[src/rtl/srx_pkg.sv]
package srx_pkg;
   localparam int BYTE_W = 8;

   // register selects
   localparam logic [2:0] SEL_MODE = 3'd0;
   localparam logic [2:0] SEL_CTRL = 3'd1;
   localparam logic [2:0] SEL_TXD  = 3'd2;
   localparam logic [2:0] SEL_RXD  = 3'd3;
   localparam logic [2:0] SEL_STAT = 3'd4;
   localparam logic [2:0] SEL_FCTL = 3'd5;
   localparam logic [2:0] SEL_PORT = 3'd6;

   // control bits
   localparam int CTRL_TIE = 7;
   localparam int CTRL_RIE = 6;
   localparam int CTRL_TE  = 5;
   localparam int CTRL_RE  = 4;

   // status bits
   localparam int ST_TEND = 6;
   localparam int ST_TDE  = 5;
   localparam int ST_BRK  = 4;
   localparam int ST_RDF  = 1;
   localparam int ST_DR   = 0;

   localparam int FCTL_FLUSH = 1;

   localparam logic [BYTE_W-1:0] MODE_MASK  = 8'h7B;
   localparam logic [BYTE_W-1:0] CTRL_MASK  = 8'hFA;
   localparam logic [BYTE_W-1:0] PORT_MASK  = 8'hF3;
   localparam logic [BYTE_W-1:0] FCTL_MASK  = 8'hFD;
   localparam logic [BYTE_W-1:0] CTRL_RESET = 8'h20;
endpackage

[src/rtl/srx_fifo.sv]
module srx_fifo #(
   parameter int W     = 8,
   parameter int DEPTH = 16,
   parameter int CW    = $clog2(DEPTH + 1)
) (
   input  logic          clk,
   input  logic          rst_n,
   input  logic          push,
   input  logic          pop,
   input  logic          flush,
   input  logic [W-1:0]  din,
   output logic [W-1:0]  dout,
   output logic [CW-1:0] count,
   output logic          push_ok,
   output logic          pop_ok
);
   localparam int PW = (DEPTH > 1) ? $clog2(DEPTH) : 1;

   if (DEPTH < 2) begin : g_bad_depth
      $error("srx_fifo: DEPTH must be at least 2");
   end
   if (W < 1) begin : g_bad_width
      $error("srx_fifo: W must be at least 1");
   end

   logic [W-1:0]  mem_q [DEPTH];
   logic [PW-1:0] head_q, tail_q, head_inc, tail_inc;
   logic [CW-1:0] count_q;

   assign push_ok = push && (count_q < CW'(DEPTH)) && !flush;
   assign pop_ok  = pop && (count_q != '0) && !flush;

   if ((DEPTH & (DEPTH - 1)) == 0) begin : g_pow2
      assign head_inc = head_q + 1'b1;
      assign tail_inc = tail_q + 1'b1;
   end else begin : g_wrap
      assign head_inc = (head_q == PW'(DEPTH - 1)) ? '0 : head_q + 1'b1;
      assign tail_inc = (tail_q == PW'(DEPTH - 1)) ? '0 : tail_q + 1'b1;
   end

   always_ff @(posedge clk) begin
      if (push_ok) mem_q[head_q] <= din;
   end

   always_ff @(posedge clk or negedge rst_n) begin
      if (!rst_n) begin
         head_q  <= '0;
         tail_q  <= '0;
         count_q <= '0;
      end else if (flush) begin
         head_q  <= '0;
         tail_q  <= '0;
         count_q <= '0;
      end else begin
         if (push_ok) head_q <= head_inc;
         if (pop_ok)  tail_q <= tail_inc;
         count_q <= count_q + CW'(push_ok) - CW'(pop_ok);
      end
   end

   assign dout  = mem_q[tail_q];
   assign count = count_q;

   AST_NO_OVERFLOW: assert property (@(posedge clk) disable iff (!rst_n)
      count_q <= CW'(DEPTH));
   AST_FULL_DROP: assert property (@(posedge clk) disable iff (!rst_n)
      (count_q == CW'(DEPTH)) && push && !pop && !flush |=> count_q == CW'(DEPTH));
endmodule

[src/rtl/srx_trigger.sv]
module srx_trigger #(
   parameter int DEPTH = 16,
   parameter int CW    = $clog2(DEPTH + 1),
   parameter int LVL0  = 1,
   parameter int LVL1  = 4,
   parameter int LVL2  = 8,
   parameter int LVL3  = 14
) (
   input  logic [1:0]    trig_sel,
   input  logic [CW-1:0] cnt,
   output logic          at_level
);
   localparam int LVL_TAB [4] = '{LVL0, LVL1, LVL2, LVL3};

   for (genvar g = 0; g < 4; g++) begin : g_chk
      if (LVL_TAB[g] < 1 || LVL_TAB[g] > DEPTH) begin : g_bad
         $error("srx_trigger: trigger level out of range");
      end
   end

   logic [CW-1:0] level;

   always_comb begin
      case (trig_sel)
         2'd0:    level = CW'(LVL0);
         2'd1:    level = CW'(LVL1);
         2'd2:    level = CW'(LVL2);
         default: level = CW'(LVL3);
      endcase
   end

   assign at_level = cnt >= level;
endmodule

[src/rtl/serial_rx_trigger_port.sv]
module serial_rx_trigger_port
   import srx_pkg::*;
#(
   parameter int DEPTH = 16,
   parameter int LVL0  = 1,
   parameter int LVL1  = 4,
   parameter int LVL2  = 8,
   parameter int LVL3  = 14
) (
   input  logic              clk,
   input  logic              rst_n,
   input  logic [2:0]        reg_sel,
   input  logic              wr_en,
   input  logic              rd_en,
   input  logic [BYTE_W-1:0] wr_data,
   output logic [BYTE_W-1:0] rd_data,
   input  logic              rx_valid,
   input  logic [BYTE_W-1:0] rx_byte,
   input  logic              rx_break,
   output logic [BYTE_W-1:0] tx_byte,
   output logic              tx_strobe,
   output logic              irq_rx,
   output logic              irq_tx
);
   localparam int CW = $clog2(DEPTH + 1);

   logic [BYTE_W-1:0] mode_q, ctrl_q, fctl_q, port_q, last_q, tx_byte_q, ctrl_nx;
   logic              tend_q, tde_q, brk_q, rdf_q, dr_q, irq_rx_q, tx_stb_q;
   logic              rd, wr_ctrl, wr_stat, rd_stat, rd_rxd, flush;
   logic              push_ok, pop_ok, at_trig;
   logic [BYTE_W-1:0] fifo_dout, stat_val;
   logic [CW-1:0]     count, count_nx;

   assign rd      = rd_en && !wr_en;
   assign wr_ctrl = wr_en && (reg_sel == SEL_CTRL);
   assign wr_stat = wr_en && (reg_sel == SEL_STAT);
   assign rd_stat = rd && (reg_sel == SEL_STAT);
   assign rd_rxd  = rd && (reg_sel == SEL_RXD);
   assign flush   = wr_en && (reg_sel == SEL_FCTL) && wr_data[FCTL_FLUSH];
   assign ctrl_nx = wr_ctrl ? (wr_data & CTRL_MASK) : ctrl_q;

   srx_fifo #(.W(BYTE_W), .DEPTH(DEPTH), .CW(CW)) u_fifo (
      .clk     (clk),
      .rst_n   (rst_n),
      .push    (rx_valid && ctrl_q[CTRL_RE]),
      .pop     (rd_rxd),
      .flush   (flush),
      .din     (rx_byte),
      .dout    (fifo_dout),
      .count   (count),
      .push_ok (push_ok),
      .pop_ok  (pop_ok)
   );

   assign count_nx = count + CW'(push_ok) - CW'(pop_ok);

   srx_trigger #(.DEPTH(DEPTH), .CW(CW), .LVL0(LVL0), .LVL1(LVL1),
                 .LVL2(LVL2), .LVL3(LVL3)) u_trig (
      .trig_sel (fctl_q[7:6]),
      .cnt      (count_nx),
      .at_level (at_trig)
   );

   assign stat_val = {1'b0, tend_q, tde_q, brk_q, 2'b00, rdf_q, dr_q};

   always_comb begin
      case (reg_sel)
         SEL_MODE: rd_data = mode_q;
         SEL_CTRL: rd_data = ctrl_q;
         SEL_RXD:  rd_data = (count != '0) ? fifo_dout : last_q;
         SEL_STAT: rd_data = stat_val;
         SEL_FCTL: rd_data = fctl_q;
         SEL_PORT: rd_data = port_q;
         default:  rd_data = '0;
      endcase
   end

   always_ff @(posedge clk or negedge rst_n) begin
      if (!rst_n) begin
         mode_q    <= '0;
         ctrl_q    <= CTRL_RESET;
         fctl_q    <= '0;
         port_q    <= '0;
         last_q    <= '0;
         tx_byte_q <= '0;
         tx_stb_q  <= 1'b0;
         tend_q    <= 1'b1;
         tde_q     <= 1'b1;
         brk_q     <= 1'b0;
         rdf_q     <= 1'b0;
         dr_q      <= 1'b0;
         irq_rx_q  <= 1'b0;
      end else begin
         tx_stb_q <= 1'b0;
         if (wr_en) begin
            case (reg_sel)
               SEL_MODE: mode_q <= wr_data & MODE_MASK;
               SEL_CTRL: begin
                  ctrl_q <= wr_data & CTRL_MASK;
                  if (!wr_data[CTRL_TE])  tend_q   <= 1'b1;
                  if (!wr_data[CTRL_RIE]) irq_rx_q <= 1'b0;
               end
               SEL_TXD: begin
                  tx_byte_q <= wr_data;
                  tx_stb_q  <= 1'b1;
                  tde_q     <= 1'b0;
               end
               SEL_STAT: begin
                  tend_q <= tend_q & wr_data[ST_TEND];
                  tde_q  <= tde_q  & wr_data[ST_TDE];
                  brk_q  <= brk_q  & wr_data[ST_BRK];
                  rdf_q  <= rdf_q  & wr_data[ST_RDF];
                  dr_q   <= dr_q   & wr_data[ST_DR];
                  if (!wr_data[ST_RDF] || !wr_data[ST_DR]) irq_rx_q <= 1'b0;
               end
               SEL_FCTL: fctl_q <= wr_data & FCTL_MASK;
               SEL_PORT: port_q <= wr_data & PORT_MASK;
               default: ;
            endcase
         end
         if (rd_stat && ctrl_q[CTRL_TE]) begin
            tend_q <= 1'b1;
            tde_q  <= 1'b1;
         end
         if (pop_ok) begin
            last_q <= fifo_dout;
            if (!at_trig) rdf_q <= 1'b0;
         end
         if (rx_break) brk_q <= 1'b1;
         if (push_ok) begin
            dr_q <= 1'b1;
            if (at_trig) begin
               rdf_q <= 1'b1;
               if (ctrl_nx[CTRL_RIE]) irq_rx_q <= 1'b1;
            end
         end
      end
   end

   assign tx_byte   = tx_byte_q;
   assign tx_strobe = tx_stb_q;
   assign irq_rx    = irq_rx_q;
   assign irq_tx    = ctrl_q[CTRL_TIE];

   AST_RDF_ON_TRIGGER: assert property (@(posedge clk) disable iff (!rst_n)
      push_ok && at_trig |=> rdf_q);
   AST_IRQ_NEEDS_ENABLE: assert property (@(posedge clk) disable iff (!rst_n)
      irq_rx_q |-> ctrl_q[CTRL_RIE]);
   AST_RX_GATED: assert property (@(posedge clk) disable iff (!rst_n)
      !ctrl_q[CTRL_RE] && !rd_rxd && !flush |=> count == $past(count));
   AST_TXI_FOLLOWS: assert property (@(posedge clk) disable iff (!rst_n)
      wr_ctrl |=> irq_tx == $past(wr_data[CTRL_TIE]));
   AST_TX_STROBE: assert property (@(posedge clk) disable iff (!rst_n)
      wr_en && (reg_sel == SEL_TXD) |=> tx_strobe && (tx_byte == $past(wr_data)));
endmodule

[config.mk]
export PLATFORM = sky130hd
export DESIGN_NAME = serial_rx_trigger_port
export DESIGN_NICKNAME = d
export VERILOG_FILES = /design/src/rtl/srx_pkg.sv /design/src/rtl/srx_fifo.sv /design/src/rtl/srx_trigger.sv /design/src/rtl/serial_rx_trigger_port.sv
export SDC_FILE = /design/constraint.sdc
export NUM_CORES = 1
export LEC_CHECK = 0
export BUFFER_PORTS_ARGS = -buffer_cell sky130_fd_sc_hd__buf_2
export CORE_MARGIN = 4
export CORE_UTILIZATION = 61
export CTS_CLUSTER_SIZE = 14
export DETAILED_ROUTE_END_ITERATION = 8
export GPL_ROUTABILITY_DRIVEN = 0
export PLACE_DENSITY = 0.83
export SYNTH_ARGS = -nofsm -noshare
export SYNTH_HDL_FRONTEND = slang
export SYNTH_SLANG_ARGS = --single-unit
export TNS_END_PERCENT = 20
[constraint.sdc]
create_clock -name clk -period 4.6 [get_ports clk]
set_input_delay 0.46 -clock clk [delete_from_list [all_inputs] [get_ports clk]]
set_output_delay 0.46 -clock clk [all_outputs]
set_load 0.005 [all_outputs]
==> results.md, run 1 <==
* Largest family of logic cells by synthesized area: multiplexers
* Vias in the first global route at between 5,000 and 6,000
* Die X at 124 um
* Mapped Nets at roughly 570
* Pleak at 3.46 nW
* Post-CTS setup buffers at 0
* Die ar. at 15,500 sq um
* WP data arrival at 4010 ps
* Syn avg cell area at 15.5 sq um
* Class of the worst hold path: in -> async
* RSZ-0062 raised after global routing: no
* Synth Warn # at 0
* Maxcap violations at 0
* Global route overflow at 0
* Final net count at 622
* H-Tree Depth at 4
* Tmin final at 3690 ps
* Num rows at 42
* CP required at 4910 ps
* PwrDens at 512 nW/um^2
* Peak VDD IR at around 0.00055 V
* Sequential share of the synthesized area at 0.651
* Cell variety after synth at approximately 50
* Non-Filler Instances at 770
* WL per Instance at 23.5 um
* Placed wire-length estimate at 11,700 um
* Final Cycle Share at 0.803
* Area grow syn2layout at 11.6%
* Slew Viols, Final at 0
* Reg2reg start: u_fifo.count[3]
* Synthesized cell area at 8250 sq um
* Hold Fails Final Rpt at 0
* Most frequent cell on the critical path: ha_1
* Number of synthesized flops with an enable pin at 128
* Max clock buf depth at 2
* Worst Setup Start Kind: flip-flop
* Post-Synth XOR/XNOR Area at 0.00849
* CP peak stage delay at 510 ps
* Inst Count DP at 738
* Via count at ~4,900
* Post-synthesis simple-gate area fraction at 0.0784
* Drt drc at 0
* Stages on the worst setup path at 16
* Final Skew at about 14 ps
* Asr flop ratio synth at 0.323
* DRT Pass-1 Iters at 6
* Worst path bufs/invs at 4
* Antenna violations before repair at 1
* Post-cts sizing count at 0
* Setup TNS at 0 ps
* First-pass GRT wire length at 28,400 um
* Worst Reg-to-Reg Cells at 16
* CTS root buffer: clkbuf_16
* DR iter-0 viols at 670
* GRT Total Usage at 0.241
* Core area at roughly 13,000 sq um
* Total clock sinks at 189
* Num CTS Buffers at 17
* WL final at 18,100 um
* Clock Latency Late Sink at 440 ps
* Layout cells sized above 1 at 0.236
* Post-CTS Hold Fix Bufs at 0
* Number of diodes at 0
* Worst-Margin Slew at ~1100 ps
* Placed cell area at 8620 sq um
* Top delay family on crit path: adder cells
* Compound-cell area share of the yosys netlist at 0.0500
* Routed vias/inst at 6.35
* Mux cell area share after synthesis at 0.162
* Clock-pin slew on the worst setup and hold paths at 70 ps
* Critical path type: reg -> reg
* Rel. slew slack at 0.281
* #FFs+latches synth at approximately 190
* Synth Area in Adders at 0.0252
* DRT antenna net count at 0
* Critical Path Start: u_fifo.count[3]
* Port bufs at 43
* Endpoint type of the worst setup path: flip-flop
* Synthesized instance count at 532
* Final Cell Area at approximately 9200 sq um
* Critical Path Fanout Max at 16
* Ports at 44
* Die height at 124 um
* Starting Density at 0.623
* Synth Flop Type: edfxtp_1
* Critical-path cell list: inv_1 > ha_1 > or4b_1 > nand3_2 > inv_2 > ha_1 > inv_1 > ha_1 > inv_1 > fa_1 > xnor2_1 > ha_1 > o21ai_0 > o21bai_1 > nor3_1 > o22ai_1
* CTS tree: yes
* CP max-delay cell: or4b_1
* Largest net degree at the start of global routing at 62
* Max Clock Freq at 271 MHz
* Final setup violation count at 0
* Status: finished clean
## area by class of cell
cell class | instances | area [sq um]
timing repair buffer | 51 | 275
sequential | 189 | 5380
inverter | 22 | 82.6
clock buffer | 18 | 429
clock inverter | 14 | 154
multi-input combinational | 300 | 2670
fill | 863 | 4040
tap | 176 | 220
## registers in the layout (all words and copies together), names as in the netlist, 4 cells and up
name and cells:
tx_byte 8, last_q 8, fctl_q 7, port_q 6, mode_q 6, u_fifo.tail_q 4
ctrl_q 6, u_fifo.mem_q 128, u_fifo.head_q 4, u_fifo.count 5
## synthesized netlist by cell type, types with 6 or more instances
| master | count | area share |
|---|---|---|
| a21oi_1 | 9 | 0.0055 |
| a221o_1 | 8 | 0.0097 |
| a22oi_1 | 6 | 0.0055 |
| and3_1 | 10 | 0.0076 |
| buf_2 | 9 | 0.0055 |
| clkbuf_1 | 9 | 0.0041 |
| dfrtp_1 | 58 | 0.18 |
| edfxtp_1 | 128 | 0.47 |
| ha_1 | 15 | 0.023 |
| inv_1 | 20 | 0.0091 |
| mux2_2 | 38 | 0.052 |
| mux2i_1 | 11 | 0.013 |
| mux4_1 | 20 | 0.064 |
| mux4_2 | 12 | 0.033 |
| nand2_1 | 38 | 0.017 |
| nand2b_1 | 7 | 0.0053 |
| nand3_1 | 11 | 0.0067 |
| nor2_1 | 41 | 0.019 |
| nor2b_1 | 9 | 0.0068 |
| nor3_1 | 7 | 0.0042 |
| o21ai_0 | 15 | 0.0091 |
## power by group
group | switching [W] | internal [W]
logic | 0.000562 | 0.000526
registers | 0.000172 | 0.00201
clock network | 0.000679 | 0.000769
## cell usage in the layout (no fill, tap or decap), types with 17 or more instances in the layout
master     count
nor2_1        41
buf_2         43
nand2_1       38
edfxtp_1     128
dfrtp_1       57
inv_1         20
mux2_2        38
clkbuf_16     17
mux4_1        20
## worst paths after layout
| kind | endpoint | slack (ps) |
|---|---|---|
| setup / recovery | rdf_q | 910 |
| max in group asynchronous | u_fifo.tail_q[0] | 3870 |
| setup reg to reg | rdf_q | 910 |
| hold / removal | tx_strobe | 180 |
| min in group clk | brk_q | 210 |
| hold reg to reg | fctl_q[5] | 480 |
## logic make-up after synthesis
group / Yosys count
adder cells (fa/ha/maj): 16
AND/OR/NAND/NOR: 135
buffers and inverters: 43
flip-flops: 189
XOR/XNOR: 8
AO/OA/AOI/OAI: 60
multiplexers: 81
## through the flow
stage	hold WS, ps	power (W)	util	setup slack, ps
after CTS	202	0.00473	0.695	897
after global placement	468	0.00322	0.651	1070
final	180	0.00471	0.695	906
after global routing	211	0.00494	0.695	618
after detailed placement	469	0.00329	0.651	775
after floorplan	164	0.00296	-	1420
## metal layers
metal  GRT usage  vias up  routed length, um
met2       0.406      198               9350
met3      0.0635       35               1140
met5           0        -                 13
met1       0.305     2508               7150
met4      0.0838        2                424
li1            -     2143                  -
## worst reg2reg max path, delay by kind of cell, from the launching register on
family | cells | cell delay, ps
and+or+nand+nor | 3 | 950
AOI/OAI and AO/OA | 3 | 420
buffers and inverters | 4 | 330
DFF | 1 | 390
adders and majority gates | 5 | 1300
xor gates and xnor gates | 1 | 210
(Power assumes the default switching activity.)
==> run 2, diff against run 1 <==
--- a/config.mk
+++ b/config.mk
@@ -7,11 +7,11 @@
 export LEC_CHECK = 0
 export BUFFER_PORTS_ARGS = -buffer_cell sky130_fd_sc_hd__buf_2
 export CORE_MARGIN = 4
-export CORE_UTILIZATION = 61
+export CORE_UTILIZATION = 55
 export CTS_CLUSTER_SIZE = 14
 export DETAILED_ROUTE_END_ITERATION = 8
 export GPL_ROUTABILITY_DRIVEN = 0
-export PLACE_DENSITY = 0.83
+export PLACE_DENSITY = 0.79
 export SYNTH_ARGS = -nofsm -noshare
 export SYNTH_HDL_FRONTEND = slang
 export SYNTH_SLANG_ARGS = --single-unit
==> constraint.sdc (replaced) <==
create_clock -name clk -period 3.16 [get_ports clk]
set_input_delay 0.316 -clock clk [delete_from_list [all_inputs] [get_ports clk]]
set_output_delay 0.316 -clock clk [all_outputs]
set_load 0.005 [all_outputs]
==> run 2 against run 1 <==
  * Critical path depth is the same
  * Clock power grew 46%
  * Combinational power grew 82%
  * Via count rose by 1.9%
  * Global-route usage decreased by 2.2 points
  * Sequential share of layout area down 2.2 points
  * Routed wire length fell by 1.7%
  * First-iteration DRC count decreased by 17%
  * Worst hold slack got worse by 170 ps
  * Non-clock buffer count grew 29
  * Total power is 54% higher
==> results.md, run 2 (same netlist as run 1, synthesis figures left out) <==
* Status: finished clean
* Critical-path cell list: inv_2 > ha_4 > or4b_4 > nand3_4 > inv_4 > ha_4 > inv_2 > ha_4 > inv_2 > fa_2 > xnor2_2 > ha_2 > o21ai_2 > o21bai_2 > nor2_2 > o21ai_0
* Number of diodes at 0
* H-Tree Depth at 4
* Area grow syn2layout at 15.9%
* Critical path type: reg -> reg
* Hold Fails Final Rpt at 0
* Worst-Margin Slew at 909 ps
* Worst Setup EP: irq_rx
* GRT Total Usage at 0.219
* Final Cycle Share at 0.988
* Critical Path Fanout Max at 2
* Met2 GRT Util at 0.364
* Critical Path Start: u_fifo.count[2]
* CP max-delay cell: or4b_4
* Starting Density at 0.566
* Largest register by flop count: u_fifo.mem_q
* Setup TNS at 0 ps
* Endpoint type of the worst setup path: flip-flop
* Tmin final at 3120 ps
* Num rows at 44
* Via count at around 5,000
* Reg2reg start: u_fifo.count[2]
* Peak VDD IR at 0.000624 V
* Clock-pin slew on the worst setup and hold paths at 70 ps
* DRT antenna net count at 0
* Worst Setup Start Kind: flip-flop
* First-pass GRT wire length at between 20,000 and 30,000 um
* WP data arrival at roughly 3400 ps
* Most frequent cells in the layout: edfxtp_1, dfrtp_1, buf_2
* Antenna violations before repair at 0
* Placed wire-length estimate at about 12,000 um
* M3 GR Usage at 0.0488
* Met1 GRT Util at 0.292
* WL final at 17,800 um
* RSZ-0062 raised after global routing: yes
* DR iter-0 viols at 553
* Routed vias/inst at approximately 6
* Pleak at roughly 3.6 nW
* Final Skew at 10.4 ps
* CTS root buffer: clkbuf_16
* Final setup violation count at 0
* Final net count at between 600 and 700
* Top delay family on crit path: adder cells
* Number of flip-flops in the largest register at approximately 130
* Ports at 44
* Total clock sinks at 189
* Worst Reg-to-Reg Cells at 16
* Worst reg2reg path endpoint: irq_rx
* Clock Latency Late Sink at approximately 430 ps
* Layout cells sized above 1 at 0.304
* WL per Instance at around 22 um
* Stages on the worst setup path at 16
* CP peak stage delay at slightly below 500 ps
* Class of the worst hold path: in -> async
* CTS tree: yes
* Worst path bufs/invs at 4
* DRT Pass-1 Iters at 5
* Global route overflow at 0
* Max clock buf depth at 2
* Rel. slew slack at 0.394
* Die X at between 100 and 150 um
* Vias in the first global route at 4,917
* DP Worst Slack at -147 ps
* Busiest grt layer: met2
* Setup ws final at approximately 37 ps
* Worst R2R Setup Slack at 40 ps
* Port bufs at 43
* Commonest non-fill, non-tap cell in the layout: edfxtp_1
* Die height at 130 um
* Drt drc at 0
* Core area at 14,600 sq um
* PwrDens at 757 nW/um^2
* Maxcap violations at 0
* Die ar. at between 15,000 and 20,000 sq um
* Max Clock Freq at 320 MHz
* Slew Viols, Final at 0
* Largest net degree at the start of global routing at 42
* CP required at 3460 ps
* Num CTS Buffers at 17
run 2: where the power goes:
group / switching (W) / leakage (nW) / internal, W
Clock: 0.000991 / 0.290 / 0.00113
Sequential: 0.000227 / 1.89 / 0.00292
Combinational: 0.000989 / 1.45 / 0.000988
Total: 0.00221 / 3.63 / 0.00504
run 2: layout make-up:
cell class / count / area, sq um
clock inverters: 14 / 175
clock buffers: 17 / 425
repair buffers: 80 / 505
fillers: 983 / 5020
inverters: 22 / 85.1
flip-flops and latches: 189 / 5380
well taps: 184 / 230
multi-input cells: 300 / 2770
run 2: worst reg2reg max path, delay by kind of cell (launching register included):
kind | cells | cell delay, ps
xor+xnor | 1 | 190
buf+inv | 4 | 230
compound gates | 3 | 340
fa+ha+maj | 5 | 1150
simple gates | 3 | 700
flops | 1 | 400
run 2: worst min-delay path by stage:
stage / from / endpoint / slack, ps
after floorplan: rst_n / brk_q / 20
after CTS: rst_n / mode_q[1] / 40
after global placement: fctl_q[4] / fctl_q[4] / 450
final: rst_n / tx_byte[1] / 10
after detailed placement: fctl_q[3] / fctl_q[3] / 470
after global routing: rx_break / brk_q / 60
run 2: through the flow:
step | cell area (sq um) | hold WS [ps] | std cells | utilization | total power, W
3_3_place_gp | 8830 | 454 | 769 | 0.605 | 0.00480
6_report | 9570 | 14.4 | 806 | 0.656 | 0.00724
4_1_cts | 9510 | 36.4 | 804 | 0.652 | 0.00710
2_1_floorplan | 8260 | 20.4 | 532 | - | 0.00431
5_1_grt | 9570 | 61.7 | 806 | 0.656 | 0.00758
3_5_place_dp | 8830 | 465 | 769 | 0.605 | 0.00490
run 2: repair_timing:
item,4_1_cts,5_1_grt
setup endpoints to repair,2,3
gates cloned,0,0
buffers inserted,4,2
hold endpoints to repair,0,0
hold buffers,0,0
pin swaps,11,12
resized for setup,12,11
run 2: per-layer routing:
metal | part of all wire | vias up
met1 | 0.40 | 2525
met3 | 0.068 | 29
met2 | 0.51 | 224
met5 | 0 | -
li1 | - | 2202
met4 | 0.022 | 0
